--- src/rtl/cs_seq_pkg.sv ---
package cs_seq_pkg;
  parameter int CS_WORD_W = 32;
  parameter int CS_NUM_PAGES = 6;
  localparam int FLG_DONE = 0;
  localparam int FLG_BST = 1;
  localparam int FLG_N = 2;
endpackage

--- src/rtl/cs_tx_engine.sv ---
module cs_tx_engine #(
  parameter int WORD_W = cs_seq_pkg::CS_WORD_W,
  parameter int NUM_PAGES = cs_seq_pkg::CS_NUM_PAGES,
  localparam int PG_W = $clog2(NUM_PAGES),
  localparam int BT_W = $clog2(WORD_W)
) (
  input  logic              clk,
  input  logic              rst_n,
  input  logic              frame_end,
  input  logic              go,
  input  logic              wr_pg,
  input  logic [PG_W-1:0]   wr_sel,
  input  logic [WORD_W-1:0] wr_data,
  output logic              tx_bit,
  output logic              tx_busy
);
  localparam logic [PG_W-1:0] LAST_P = PG_W'(NUM_PAGES - 1);
  localparam logic [BT_W-1:0] LAST_B = BT_W'(WORD_W - 1);

  logic [WORD_W-1:0] page_q [NUM_PAGES];
  logic [WORD_W-1:0] sh_q, sh_d;
  logic [PG_W-1:0]   pg_q, pg_d, pg_nx;
  logic [BT_W-1:0]   bt_q, bt_d;
  logic              run_q, run_d, busy_q, busy_d;

  for (genvar i = 0; i < NUM_PAGES; i++) begin : g_page
    always_ff @(posedge clk or negedge rst_n) begin
      if (!rst_n) page_q[i] <= '0;
      else if (wr_pg && wr_sel == PG_W'(i)) page_q[i] <= wr_data;
    end
  end

  always_comb begin
    sh_d = sh_q; pg_d = pg_q; bt_d = bt_q; run_d = run_q; busy_d = busy_q;
    pg_nx = (pg_q == LAST_P) ? '0 : pg_q + 1'b1;
    if (frame_end) begin
      if (!go) begin
        sh_d = '0; pg_d = '0; bt_d = '0; run_d = 1'b0; busy_d = 1'b0;
      end else if (!run_q) begin
        sh_d = page_q[0]; pg_d = '0; bt_d = '0; run_d = 1'b1; busy_d = 1'b1;
      end else if (bt_q == LAST_B) begin
        sh_d = page_q[pg_nx]; pg_d = pg_nx; bt_d = '0;
        if (pg_nx == '0) busy_d = 1'b1;
        else if (pg_nx == LAST_P) busy_d = 1'b0;
      end else begin
        sh_d = sh_q >> 1; bt_d = bt_q + 1'b1;
      end
    end
  end

  always_ff @(posedge clk or negedge rst_n) begin
    if (!rst_n) begin
      sh_q <= '0; pg_q <= '0; bt_q <= '0; run_q <= 1'b0; busy_q <= 1'b0;
    end else if (frame_end) begin
      sh_q <= sh_d; pg_q <= pg_d; bt_q <= bt_d; run_q <= run_d; busy_q <= busy_d;
    end
  end

  assign tx_bit  = sh_q[0];
  assign tx_busy = busy_q;
endmodule

--- src/rtl/cs_rx_engine.sv ---
module cs_rx_engine #(
  parameter int WORD_W = cs_seq_pkg::CS_WORD_W,
  parameter int NUM_PAGES = cs_seq_pkg::CS_NUM_PAGES,
  localparam int PG_W = $clog2(NUM_PAGES),
  localparam int BT_W = $clog2(WORD_W)
) (
  input  logic                        clk,
  input  logic                        rst_n,
  input  logic                        rx_v,
  input  logic                        rx_bit,
  input  logic                        rx_bstart,
  output logic [NUM_PAGES*WORD_W-1:0] pages,
  output logic                        blk_end
);
  localparam logic [PG_W-1:0] LAST_P = PG_W'(NUM_PAGES - 1);
  localparam logic [BT_W-1:0] LAST_B = BT_W'(WORD_W - 1);

  logic [PG_W-1:0] pg_q, pg_d, tgt_pg;
  logic [BT_W-1:0] bt_q, bt_d, tgt_bt;

  always_comb begin
    tgt_pg = rx_bstart ? '0 : pg_q;
    tgt_bt = rx_bstart ? '0 : bt_q;
    if (tgt_bt == LAST_B) begin
      bt_d = '0;
      pg_d = (tgt_pg == LAST_P) ? '0 : tgt_pg + 1'b1;
    end else begin
      bt_d = tgt_bt + 1'b1;
      pg_d = tgt_pg;
    end
  end

  always_ff @(posedge clk or negedge rst_n) begin
    if (!rst_n) begin
      pg_q <= '0; bt_q <= '0;
    end else if (rx_v) begin
      pg_q <= pg_d; bt_q <= bt_d;
    end
  end

  for (genvar i = 0; i < NUM_PAGES; i++) begin : g_rpage
    logic [WORD_W-1:0] word_q;
    always_ff @(posedge clk or negedge rst_n) begin
      if (!rst_n) word_q <= '0;
      else if (rx_v && tgt_pg == PG_W'(i)) word_q[tgt_bt] <= rx_bit;
    end
    assign pages[i*WORD_W +: WORD_W] = word_q;
  end

  assign blk_end = rx_v && tgt_pg == LAST_P && tgt_bt == LAST_B;
endmodule

--- src/rtl/cs_flags.sv ---
module cs_flags #(
  parameter int FLG_N = cs_seq_pkg::FLG_N
) (
  input  logic             clk,
  input  logic             rst_n,
  input  logic [FLG_N-1:0] set_v,
  input  logic             clr_wr,
  input  logic             en_wr,
  input  logic [FLG_N-1:0] wdata,
  output logic [FLG_N-1:0] flags,
  output logic             irq
);
  logic [FLG_N-1:0] flg_q, flg_d, en_q;

  always_comb begin
    flg_d = flg_q;
    if (clr_wr) flg_d = flg_d & ~wdata;
    flg_d = flg_d | set_v;
  end

  always_ff @(posedge clk or negedge rst_n) begin
    if (!rst_n) begin
      flg_q <= '0; en_q <= '0;
    end else begin
      flg_q <= flg_d;
      if (en_wr) en_q <= wdata;
    end
  end

  assign flags = flg_q;
  assign irq   = |(flg_q & en_q);
endmodule

--- src/rtl/cs_block_seq.sv ---
module cs_block_seq #(
  parameter int WORD_W = cs_seq_pkg::CS_WORD_W,
  parameter int NUM_PAGES = cs_seq_pkg::CS_NUM_PAGES,
  localparam int ADDR_W = $clog2(NUM_PAGES + 2),
  localparam int PG_W = $clog2(NUM_PAGES)
) (
  input  logic                        clk,
  input  logic                        rst_n,
  input  logic                        tx_en,
  input  logic                        cs_en,
  input  logic                        frame_end,
  input  logic                        rx_en,
  input  logic                        rx_frame,
  input  logic                        rx_bit,
  input  logic                        rx_bstart,
  input  logic                        wr_en,
  input  logic [ADDR_W-1:0]           wr_addr,
  input  logic [WORD_W-1:0]           wr_data,
  output logic                        tx_bit,
  output logic                        tx_busy,
  output logic [NUM_PAGES*WORD_W-1:0] rx_pages,
  output logic                        blk_done,
  output logic                        bstart_seen,
  output logic                        irq
);
  import cs_seq_pkg::*;
  localparam logic [ADDR_W-1:0] EN_ADDR  = ADDR_W'(NUM_PAGES);
  localparam logic [ADDR_W-1:0] CLR_ADDR = ADDR_W'(NUM_PAGES + 1);

  logic [1:0]       rs_q;
  logic             rst_i_n;
  logic             rx_v, blk_end;
  logic [FLG_N-1:0] set_v, flags;

  always_ff @(posedge clk or negedge rst_n) begin
    if (!rst_n) rs_q <= 2'b00;
    else        rs_q <= {rs_q[0], 1'b1};
  end
  assign rst_i_n = rs_q[1];

  assign rx_v = rx_en && rx_frame;

  cs_tx_engine #(.WORD_W(WORD_W), .NUM_PAGES(NUM_PAGES)) u_tx (
    .clk(clk), .rst_n(rst_i_n), .frame_end(frame_end), .go(tx_en && cs_en),
    .wr_pg(wr_en && wr_addr < EN_ADDR), .wr_sel(wr_addr[PG_W-1:0]),
    .wr_data(wr_data), .tx_bit(tx_bit), .tx_busy(tx_busy));

  cs_rx_engine #(.WORD_W(WORD_W), .NUM_PAGES(NUM_PAGES)) u_rx (
    .clk(clk), .rst_n(rst_i_n), .rx_v(rx_v), .rx_bit(rx_bit),
    .rx_bstart(rx_bstart), .pages(rx_pages), .blk_end(blk_end));

  always_comb begin
    set_v = '0;
    set_v[FLG_DONE] = blk_end;
    set_v[FLG_BST]  = rx_v && rx_bstart;
  end

  cs_flags #(.FLG_N(FLG_N)) u_flg (
    .clk(clk), .rst_n(rst_i_n), .set_v(set_v),
    .clr_wr(wr_en && wr_addr == CLR_ADDR), .en_wr(wr_en && wr_addr == EN_ADDR),
    .wdata(wr_data[FLG_N-1:0]), .flags(flags), .irq(irq));

  assign blk_done    = flags[FLG_DONE];
  assign bstart_seen = flags[FLG_BST];
endmodule

--- config.mk ---
export PLATFORM = sky130hd
export DESIGN_NAME = cs_block_seq
export DESIGN_NICKNAME = d
export VERILOG_FILES = /design/src/rtl/cs_seq_pkg.sv /design/src/rtl/cs_tx_engine.sv /design/src/rtl/cs_rx_engine.sv /design/src/rtl/cs_flags.sv /design/src/rtl/cs_block_seq.sv
export SDC_FILE = /design/constraint.sdc
export NUM_CORES = 1
export LEC_CHECK = 0
export CELL_PAD_IN_SITES_DETAIL_PLACEMENT = 1
export CELL_PAD_IN_SITES_GLOBAL_PLACEMENT = 1
export CORE_ASPECT_RATIO = 1.75
export CORE_MARGIN = 2
export CORE_UTILIZATION = 42
export DETAILED_ROUTE_END_ITERATION = 6
export PLACE_DENSITY_LB_ADDON = 0.25
export SYNTH_ARGS = -nofsm -noshare
export SYNTH_HDL_FRONTEND = slang
export SYNTH_HIERARCHICAL = 1
export SYNTH_SLANG_ARGS = --single-unit
--- constraint.sdc ---
create_clock -name clk -period 13.1 [get_ports clk]
set_input_delay 2.62 -clock clk [delete_from_list [all_inputs] [get_ports clk]]
set_output_delay 2.62 -clock clk [all_outputs]
set_load 0.01 [all_outputs]
=== Word-level counts from Yosys, hierarchy flattened ===
Cells that the tools add are included.

* Memory bits (read-only): 0
* Memories: 0
* Register bits after elaboration: 440
* Output and inout port bits: 197
* RAM bits: 0
* Bits of input ports: 45
* Latch bits: 0

* Multiply operators: 0
* Shifts and indexed selects: 0
* Bitwise operators: 5
* $lt $le $gt $ge: 4
* Add/subtract/negate cells: 4
* Div/mod/pow operators: 0
* Mux-type cells: 33
* Equal/unequal tests: 18
* Reduce and logical (&&, ||, !) cells: 26

{| class="wikitable"
|+ Operator list
! kind !! count
|-
| bitwise mux 32 bit || 6
|-
| two-way mux 32 bit || 5
|-
| binary-select mux 32 bit (select 3 bit) || 1
|-
| two-way mux 5 bit || 5
|-
| == test 3 bit, second input constant || 8
|-
| two-way mux 3 bit || 7
|-
| logical AND 1 bit || 20
|-
| == test 3 x 2 -> 1 bit, second input constant || 4
|-
| adder 5 x 1 -> 5 bit, second input constant || 2
|-
| == test 5 bit, second input constant || 2
|-
| logical NOT 3 bit || 3
|-
| two-way mux 1 bit || 7
|-
| adder 3 x 1 -> 3 bit, second input constant || 2
|-
| == test 3 x 1 -> 1 bit, second input constant || 2
|-
| less-than comparator 5 x 6 -> 1 bit, second input constant || 1
|-
| demux 1 bit (select 5 bit) || 1
|-
| greater-or-equal comparator 5 x 1 -> 1 bit, second input constant || 1
|-
| bitwise AND 2 bit || 2
|-
| greater-or-equal comparator 4 bit, second input constant || 1
|-
| inequality test 4 bit, second input constant || 1
|-
| NOT 3 -> 4 bit || 1
|-
| less-than comparator 3 bit, second input constant || 1
|-
| inequality test 3 bit, second input constant || 1
|-
| AND reduction 3 bit || 1
|-
| 5 further kinds || 5
|}

=== Depth between registers and ports, before layout ===
Gate-level depths: netlist (run 1).

* Depth in word-level cells: 9
* Gate-level depth with buffers: 11

=== Cells and area by module ===
The synthesis (run 1) kept the hierarchy.

{| class="wikitable"
|+ Modules (own cells, without submodules)
! module !! area each (um^2) !! times used !! sequential area each (um^2) !! cells an instance
|-
| cs_tx_engine || 11324.6 || 1 || 5855.6 || 841
|-
| cs_rx_engine || 9748.1 || 1 || 5004.8 || 769
|-
| cs_flags || 161.4 || 1 || 100.1 || 11
|-
| cs_block_seq || 98.8 || 1 || 50.0 || 9
|}

=== Worst setup path before layout (run 1) ===
OpenSTA, ideal clock, no wires.

* Path type: input to register
* From: input port rx_bstart
* To: register u_rx.g_rpage[5].word_q[11]
* Cell stages on the path: 11
* Setup time: 0.125 ns
* Data required time: 12.975 ns
* Arrival: 4.822 ns
* Path buffers: 5
* Path slack: 8.153 ns
* Path through: buf_2 > clkbuf_1 > nand2b_1 > inv_1 > ha_1 > buf_2 > or3b_1 > buf_2 > buf_2 > nor4_1 > mux2_2

* Word-level cells in the longest chain between the ends: 6
* Elaborated cells between the ends (all ways): 10

{| class="wikitable"
|+ Ends and longest elaborated chain
! item !! line !! text
|-
| start, declared || cs_block_seq.sv:15 || <nowiki>input logic rx_bstart,</nowiki>
|-
| two-way mux 5 bit || cs_rx_engine.sv:23 || <nowiki>tgt_bt = rx_bstart ? '0 : bt_q;</nowiki>
|-
| less-than comparator 5 x 6 -> 1 bit (not written as such) or greater-or-equal comparator 5 x 1 -> 1 bit (tied branches) || cs_rx_engine.sv:45 || <nowiki>else if (rx_v && tgt_pg == PG_W'(i)) word_q[tgt_bt] <= rx_bit;</nowiki>
|-
| logical AND 1 bit (not written as such) || cs_rx_engine.sv:45 ||
|-
| two-way mux 1 bit (not written as such) || cs_rx_engine.sv:45 ||
|-
| demux 1 bit (select 5 bit) || n/a ||
|-
| bitwise mux 32 bit || cs_rx_engine.sv:45 ||
|-
| end signal, assigned by index || cs_rx_engine.sv:45 ||
|-
| end, declared || cs_rx_engine.sv:42 || <nowiki>logic [WORD_W-1:0] word_q;</nowiki>
|}

Parallel ways exist; a longest one is shown, timed or not.
A chain may end at the register's enable or synchronous reset.

=== Worst setup path in the final report (run 1) ===
* From: input port rx_bstart
* To: register u_rx.g_rpage[4].word_q[4]

* Word-level cells in the longest chain between the ends: 6
* Elaborated cells between the ends (all ways): 10

{| class="wikitable"
|+ Ends and longest elaborated chain
! item !! line
|-
| two-way mux 5 bit || cs_rx_engine.sv:23
|-
| less-than comparator 5 x 6 -> 1 bit (not written as such) or greater-or-equal comparator 5 x 1 -> 1 bit (tied branches) || cs_rx_engine.sv:45
|-
| logical AND 1 bit (not written as such) || cs_rx_engine.sv:45
|-
| two-way mux 1 bit (not written as such) || cs_rx_engine.sv:45
|-
| demux 1 bit (select 5 bit) || n/a
|-
| bitwise mux 32 bit || cs_rx_engine.sv:45
|-
| end signal, assigned by index || cs_rx_engine.sv:45
|-
| end, declared || cs_rx_engine.sv:42
|}

Parallel ways exist; a longest one is shown, timed or not.

==> impl_metrics.toml, run 1 <==
[yosys]
syn_area_per_cell_sq_um = 13.1
async_flop_share_pct = 100
synth_area_leaders = "dfrtp_1, mux2_2, mux2_4"
synth_edf_count = 0
syn_nets = 1685
ys_ff_latch = 440
synth_top_area_share_pct = 51.6
synth_area_sq_mm = 0.0213
yosysWarnings = 6
synthFlopType = "dfrtp_1"
netlist_instances = 1630
ys_seq_area_share_pct = 51.6
yosysTopAreaCell = "dfrtp_1"
ys_types = 68

[route]
drc = 0
vias_per_cell = 5.90
ant_nets = 0
wirelength_um = 64100
initialDrtViolationCount = 734
post_drt_wl_per_cell_um = 25.8
num_vias = 14600
dr.pass1.iters = 4

[cts]
numCtsBuffers = 43
cts_tree = "done"
htreeDepth = 2
clock-sinks = 440
post_cts_buffers = 0
cts_resized = 0
cts-root-buf = "clkbuf_16"
clockBufferDepth = 3
clkTransAtPathRegs_ns = 0.07
hold_buffers = 0
clk_latency_ns = 0.57

[critical_path]
cp_max_fo = 52
critPathArrivalTime_ns = 5.74
crit_top_cell = "buf_4"
critPathRequiredTime_ns = 13.54
path_cells = "buf_2 -> buf_4 -> nand2b_1 -> ha_1 -> buf_4 -> nand3b_1 -> nor4_1 -> mux2_2"
startpoint_type = "primary input"
end_kind = "flop"
cp_slowest_cell = "nand3b_1"
critPathMaxStageDelay_ns = 0.86
criticalPathCategory = "primary input to flop"

[floorplan]
rows = 109
num_io_pins = 242
die_area_sq_mm = 0.0527
fp.dieW_um = 174
coreArea_sq_mm = 0.0503
initial_core_util_pct = 42.4
fp.dieH_um = 302

[finish]
fillerInstances = 4972
drive_above_1_share_pct = 33.0
area_growth_syn_to_layout_pct = 20.0
finalNetCount = 1833

[global_route]
grt_pass1_wl_um = 99600
grt_pass1_vias = 16400
antenna_found_initial = 2
grt_usage_pct = 24.3
grt_max_degree = 196
grt-ovfl-total = 0

[timing]
fin_crit_sh_pct = 40.4
worst_pin_slew_ns = 1.24
rsz0062_at_grt = "false"
drv_slew = 0
setup_viol = 0
max_freq_mhz = 189
finalCriticalPeriod_ns = 5.29
skew_ns = 0.0194
fin_ws_ns = 7.81
fin_tns_setup_ns = 0
slew-limit-headroom_pct = 17.3
hold_slack_ns = 0.259
hold_viol = 0

[run_status]
status = "complete, no violations"

[placement]
gp_congestion = 0.796
post-dp-hpwl_um = 40600
dp_slack_ns = 7.22
io_buffers = 241

[power]
p_leak_nw = 10.8
peakVddDrop_uv = 99.9
power.density_mw_per_mm2 = 138

[hold_path]
hold_class = "flop to async pin"

[job]
maxCapViolCount = 0
==> final cells by class <==
class                           count  area (sq um)  share of cell area [%]
Sequential cell                   440         11000                    43.0
Multi-Input combinational cell    975          9350                    36.5
Timing Repair Buffer              278          2690                    10.5
Clock buffer                       56          1190                    4.67
Tap cell                          666           833                    3.26
Clock inverter                     22           357                    1.39
Inverter                           40           150                   0.587
Antenna cell                        1          2.50                 0.00978
==> where the power goes <==
group / total, mW / internal, mW / switching, mW
Sequential: 1.65 / 1.53 / 0.120
Clock: 1.38 / 0.823 / 0.557
Combinational: 0.488 / 0.245 / 0.244
==> kinds of logic after synthesis <==
| kind of cell | synth area share, % |
|---|---|
| other | 0.0176 |
| adders and majority gates | 0.587 |
| AOI/OAI and AO/OA | 10.3 |
| buffers and inverters | 4.82 |
| DFF | 51.6 |
| muxes | 23.1 |
| and+or+nand+nor | 9.61 |
==> synth_stat cells, types with 5 or more instances <==
cell         n
dfrtp_1    440
mux2_2     352
nand3_1     77
clkbuf_1    75
buf_2       64
nor4_1      63
o21ai_0     40
inv_1       39
mux2_1      37
a221oi_1    36
mux2_4      32
o211a_1     31
a221oi_2    27
nand2_1     23
o221ai_2    23
nor4_2      20
nand4_1     19
nand4b_1    19
nor3_1      19
o211ai_1    14
buf_1       12
buf_6       12
nand2b_1    12
o221ai_1    12
a211oi_2    10
buf_4       10
ha_1        10
a211oi_1     8
o2111ai_1    8
and3_1       5
nand3b_1     5
nor2b_1      5
or4b_1       5
==> flip-flops by register name, indices dropped and copies added (netlist names) <==
signal / cells
u_tx/run_q: 1
u_rx/bt_q: 5
u_flg/flags: 2
u_tx/sh_q: 32
u_tx/bt_q: 5
u_tx/pg_q: 3
u_rx/pg_q: 3
rs_q: 2
u_rx/g_rpage.word_q: 192
u_tx/tx_busy: 1
u_tx/page_q: 192
u_flg/en_q: 2
==> critical path: cells and delay by family <==
family / cells / cell delay, ns
buffers and inverters: 3 / 0.79
adders and majority gates: 1 / 0.18
and+or+nand+nor: 3 / 1.74
muxes: 1 / 0.38
==> path summary, 6_finish.rpt <==
check	start	endpoint	slack (ns)	depth (start not counted)
max in group asynchronous	rs_q[1]	u_tx/page_q[173]	10.42	2
min in group clk	rs_q[0]	rs_q[1]	0.36	0
min	rs_q[1]	u_rx/g_rpage[1].word_q[24]	0.26	0
max reg2reg	u_rx/bt_q[1]	u_rx/g_rpage[4].word_q[4]	10.09	6
max	rx_bstart	u_rx/g_rpage[4].word_q[4]	7.81	8
min reg2reg	rs_q[1]	u_rx/g_rpage[1].word_q[24]	0.26	0
==> cell usage in the layout (no fill, tap or decap), types with 5 or more instances in the layout <==
| cell | count |
|---|---|
| dfrtp_1 | 436 |
| mux2_2 | 352 |
| clkdlybuf4s50_1 | 238 |
| nand3_1 | 76 |
| nor4_1 | 63 |
| clkbuf_16 | 43 |
| o21ai_0 | 40 |
| inv_1 | 38 |
| buf_4 | 37 |
| mux2_1 | 37 |
| a221oi_1 | 36 |
| mux2_4 | 32 |
| o211a_1 | 31 |
| a221oi_2 | 27 |
| nand2_1 | 23 |
| o221ai_2 | 23 |
| nor4_2 | 20 |
| nor3_1 | 19 |
| nand4_1 | 19 |
| nand4b_1 | 19 |
| o211ai_1 | 14 |
| nand2b_1 | 12 |
| o221ai_1 | 12 |
| a211oi_2 | 10 |
| bufinv_16 | 9 |
| ha_1 | 9 |
| a211oi_1 | 8 |
| o2111ai_1 | 8 |
| clkbuf_8 | 7 |
| clkbuf_1 | 6 |
| clkinv_2 | 6 |
| and3_1 | 5 |
| nand3b_1 | 5 |
| or4b_1 | 5 |
==> metrics by stage <==
step / util (%) / std cells / total power [mW] / area, sq um
after CTS: 50.9 / 2477 / 3.57 / 25600
after detailed placement: 47.8 / 2399 / 2.17 / 24000
after global routing: 50.9 / 2478 / 3.66 / 25600
after global placement: 47.8 / 2399 / 2.14 / 24000
after floorplan: - / 1630 / 1.98 / 21300
final: 50.9 / 2478 / 3.52 / 25600
==> metal layers <==
layer | track usage (%) | part of all wire (%)
met1 | 25.9 | 36
met2 | 45.8 | 54
met3 | 6.45 | 6.2
met4 | 8.46 | 3.3
met5 | 0 | 0.020
(Power assumes the default switching activity.)
==> run 2: changes to the inputs <==
--- a/config.mk
+++ b/config.mk
@@ -9,7 +9,7 @@
 export CELL_PAD_IN_SITES_GLOBAL_PLACEMENT = 1
 export CORE_ASPECT_RATIO = 1.75
 export CORE_MARGIN = 2
-export CORE_UTILIZATION = 42
+export CORE_UTILIZATION = 46
 export DETAILED_ROUTE_END_ITERATION = 6
 export PLACE_DENSITY_LB_ADDON = 0.25
 export SYNTH_ARGS = -nofsm -noshare
==> constraint.sdc (replaced) <==
create_clock -name clk -period 5.1 [get_ports clk]
set_input_delay 1.02 -clock clk [delete_from_list [all_inputs] [get_ports clk]]
set_output_delay 1.02 -clock clk [all_outputs]
set_load 0.01 [all_outputs]
==> impl_metrics.toml, run 2 (synthesized netlist as in run 1, its figures left out) <==
[floorplan]
initial_core_util_pct = 46.4
die_area_sq_mm = 0.0482
num_io_pins = 242
rows = 104
coreArea_sq_mm = 0.0459
fp.dieW_um = 167
fp.dieH_um = 289

[global_route]
grtUsageMet1_pct = 28.6
grt.busiest_layer = "met2"
met3_usage_pct = 5.49
grt-ovfl-total = 0
grt_usage_pct = 26.1
grt_use_met2_pct = 50.0
grt_max_degree = 136
grt_pass1_vias = 16400
grt_pass1_wl_um = 98600
antenna_found_initial = 0

[timing]
slew-limit-headroom_pct = 24.3
setup_viol = 0
fin_tns_setup_ns = 0
skew_ns = 0.0165
fin_ws_ns = 1.77
max_freq_mhz = 300
fin_crit_sh_pct = 65.4
hold_viol = 0
finalCriticalPeriod_ns = 3.33
drv_slew = 0
worst_pin_slew_ns = 1.13
rsz0062_at_grt = "false"

[cts]
clockBufferDepth = 3
cts_tree = "done"
cts_resized = 0
clkTransAtPathRegs_ns = 0.07
hold_buffers = 0
clk_latency_ns = 0.56
post_cts_buffers = 0
cts-root-buf = "clkbuf_16"
numCtsBuffers = 44
htreeDepth = 2
clock-sinks = 440

[critical_path]
r2r_start = "u_rx/bt_q[2]"
worstSetupStartpoint = "rx_en"
cp_max_fo = 18
end_kind = "flop"
critPathArrivalTime_ns = 3.77
criticalPathCategory = "primary input to flop"
critPathRequiredTime_ns = 5.54
startpoint_type = "primary input"

[power]
seqPwrFrac_pct = 47.6
swShare_pct = 26.1
p_leak_nw = 10.8
intPower_mw = 6.62
power_mw = 8.95
power.density_mw_per_mm2 = 351
peakVddDrop_uv = 387
p_comb_share_pct = 14.1
p_clk_share_pct = 38.2
switchingPower_mw = 2.33

[hold_path]
hp-start = "rs_q[0]"
hold_class = "flop to flop"

[finish]
num_antenna_cells = 0
instances_no_fill = 2400
area_growth_syn_to_layout_pct = 19.7
drive_above_1_share_pct = 33.1
largestRegisters = "u_rx/g_rpage.word_q (192), u_tx/page_q (192), u_tx/sh_q (32)"
fillerInstances = 4545
finalNetCount = 1839
layout_commonest_cell = "dfrtp_1"
mostFrequentLayoutCells = "dfrtp_1, mux2_2, clkdlybuf4s50_1"

[placement]
dp_slack_ns = 1.20
post-dp-hpwl_um = 40400
gp_congestion = 0.796
dp.cells = 2321
io_buffers = 241

[route]
dr.pass1.iters = 5
ant_nets = 0
vias_per_cell = 6.10
drc = 0
initialDrtViolationCount = 778
post_drt_wl_per_cell_um = 26.3
num_vias = 14600
wirelength_um = 63100

[run_status]
status = "complete, no violations"

[job]
maxCapViolCount = 0
==> run 2: cell count changes in the layout (fill, tap and decap cells not counted), sizes merged <==
cell	change
buf	+5
clkinvlp	-4
bufinv	-5
diode	-1
clkinv	-3
clkbuf	+13
==> run 2: metrics by stage <==
stage,hold slack [ns],area [sq um],util [%]
after global placement,0.337,24000,52.3
after detailed placement,0.351,24000,52.3
after floorplan,0.331,21300,-
final,0.361,25500,55.6
after global routing,0.372,25500,55.6
after CTS,0.356,25500,55.6
==> run 2: worst max-delay path: stages <==
cell and delay, ns:
clkdlybuf4s50_1 0.47, and2_1 0.53, or4b_1 0.90, a211oi_1 0.45, mux2_2 0.38
==> run 2: path summary, 6_finish.rpt <==
path	to	slack, ns	depth (start not counted)
hold / removal	rs_q[1]	0.36	0
min in group asynchronous	u_flg/en_q[1]	0.50	0
setup reg to reg	u_rx/pg_q[1]	1.99	6
hold reg to reg	rs_q[1]	0.36	0
setup / recovery	u_rx/g_rpage[0].word_q[5]	1.77	5
max in group asynchronous	u_tx/page_q[10]	3.31	1
==> run 2: final cells by class <==
cell class / count / area [sq um] / share of cell area, %
timing repair buffer: 283 / 2750 / 10.8
sequential: 440 / 11000 / 43.2
clock inverter: 10 / 158 / 0.618
multi-input combinational: 975 / 9350 / 36.6
inverter: 40 / 150 / 0.588
clock buffer: 69 / 1370 / 5.35
tap: 583 / 729 / 2.86
==> run 2: metal layers <==
| layer | part of all wire [%] | vias up |
|---|---|---|
| met5 | 0 | - |
| met4 | 2.8 | 0 |
| met3 | 5.1 | 92 |
| met2 | 55 | 340 |
| met1 | 37 | 7765 |
| li1 | - | 6449 |
==> run 2: power groups by stage <==
| stage | clock network, mW | logic [mW] | registers [mW] |
|---|---|---|---|
| 2_1_floorplan | 0 | 0.829 | 4.26 |
| 3_3_place_gp | 0 | 1.22 | 4.28 |
| 3_5_place_dp | 0 | 1.27 | 4.32 |
| 4_1_cts | 3.52 | 1.28 | 4.26 |
| 5_1_grt | 3.62 | 1.36 | 4.32 |
| 6_report | 3.42 | 1.27 | 4.26 |
==> run 3: changes to the inputs <==
==> constraint.sdc (replaced) <==
create_clock -name clk -period 3.2 [get_ports clk]
set_input_delay 0.64 -clock clk [delete_from_list [all_inputs] [get_ports clk]]
set_output_delay 0.64 -clock clk [all_outputs]
set_load 0.01 [all_outputs]
==> impl_metrics.toml, run 3 (synthesized netlist as in run 1, its figures left out) <==
[run_status]
status = "complete, no violations"

[timing]
setup_viol = 0
slew-limit-headroom_pct = 20.6
fin_crit_sh_pct = 78.2
fin_tns_setup_ns = 0
worst_pin_slew_ns = 1.18
finalCriticalPeriod_ns = 2.50
hold_slack_ns = 0.246
rsz0062_at_grt = "false"
max_freq_mhz = 399
hold_viol = 0
drv_slew = 0
skew_ns = 0.0165

[critical_path]
cp_max_fo = 18
end_kind = "flop"
critPathRequiredTime_ns = 3.64
cp_slowest_cell = "or3b_1"
path_cells = "nand2b_1 -> inv_1 -> ha_1 -> or3b_1 -> nor4_1 -> mux2_2"
criticalPathCategory = "flop to flop"
critPathMaxStageDelay_ns = 0.69
critPathArrivalTime_ns = 2.94
startpoint_type = "flop"

[cts]
clk_latency_ns = 0.56
post_cts_buffers = 0
clock-sinks = 440
htreeDepth = 2
cts-root-buf = "clkbuf_16"
cts_tree = "done"
clockBufferDepth = 3
hold_buffers = 0
cts_resized = 0
numCtsBuffers = 43
clkTransAtPathRegs_ns = 0.06

[floorplan]
fp.dieW_um = 167
coreArea_sq_mm = 0.0459
rows = 104
num_io_pins = 242
die_area_sq_mm = 0.0482
fp.dieH_um = 289
initial_core_util_pct = 46.4

[placement]
gp_congestion = 0.840
post-dp-hpwl_um = 41400
io_buffers = 241
dp.cells = 2356

[global_route]
grt_max_degree = 87
antenna_found_initial = 1
grt_usage_pct = 26.5
grt_pass1_wl_um = 99900
grt_pass1_vias = 16800
grt-ovfl-total = 0

[power]
p_leak_nw = 11.0
power_mw = 14.0
peakVddDrop_uv = 500
power.density_mw_per_mm2 = 541

[route]
ant_nets = 0
vias_per_cell = 6.11
wirelength_um = 63900
num_vias = 14900
dr.pass1.iters = 5
drc = 0
post_drt_wl_per_cell_um = 26.2
initialDrtViolationCount = 689

[finish]
area_growth_syn_to_layout_pct = 21.3
largestRegisters = "u_rx/g_rpage.word_q (192), u_tx/page_q (192), u_tx/sh_q (32)"
instances_no_fill = 2435
layout_commonest_cell = "dfrtp_1"
mostFrequentLayoutCells = "dfrtp_1, mux2_2, clkdlybuf4s50_1"
drive_above_1_share_pct = 34.5
finalNetCount = 1873

[hold_path]
hold_class = "primary input to async pin"

[job]
maxCapViolCount = 0
run 3: power breakdown:
part | total (mW) | internal (mW) | switching, mW
registers | 6.78 | 6.28 | 0.499
clock network | 5.13 | 2.91 | 2.22
logic | 2.08 | 1.07 | 1.01
total | 14.0 | 10.3 | 3.73
run 3: final timing paths:
check	from	endpoint	slack, ns	depth (start not counted)
hold reg to reg	rs_q[0]	rs_q[1]	0.36	0
min in group clk	rs_q[0]	rs_q[1]	0.36	0
setup reg to reg	u_rx/bt_q[0]	u_rx/g_rpage[4].word_q[11]	0.70	6
hold / removal	rst_n	rs_q[0]	0.25	1
setup / recovery	u_rx/bt_q[0]	u_rx/g_rpage[4].word_q[11]	0.70	6
max in group asynchronous	rs_q[1]	u_tx/page_q[19]	1.85	1
run 3: through the flow:
step / utilization [%] / worst slack (ns) / area, sq um
final: 56.3 / 0.697 / 25900
after detailed placement: 53.3 / 0.210 / 24500
after global placement: 53.3 / 0.338 / 24500
after CTS: 56.3 / 0.690 / 25900
after global routing: 56.3 / 0.473 / 25900
after floorplan: - / -1.11 / 21300
run 3: worst max-delay path, delay by kind of cell (launching register included):
family                     cells  cell delay, ns
and+or+nand+nor                3            1.27
DFF                            1            0.39
muxes                          1            0.38
adders and majority gates      1            0.23
buffers and inverters          1            0.13
run 3: layout make-up:
cell class | instances | area, sq um
clock buffers | 57 | 1210
multi-input cells | 975 | 9340
well taps | 583 | 729
flip-flops and latches | 440 | 11000
fillers | 4511 | 20100
clock inverters | 21 | 196
diodes | 1 | 2.50
inverters | 40 | 150
repair buffers | 318 | 3230
run 3: per-layer routing:
layer	GRT usage [%]	part of all wire [%]	vias up
met5	0	0	-
met4	9.55	3.5	0
met3	5.15	4.8	111
met2	51.6	56	366
met1	28.0	36	7893
li1	-	-	6506
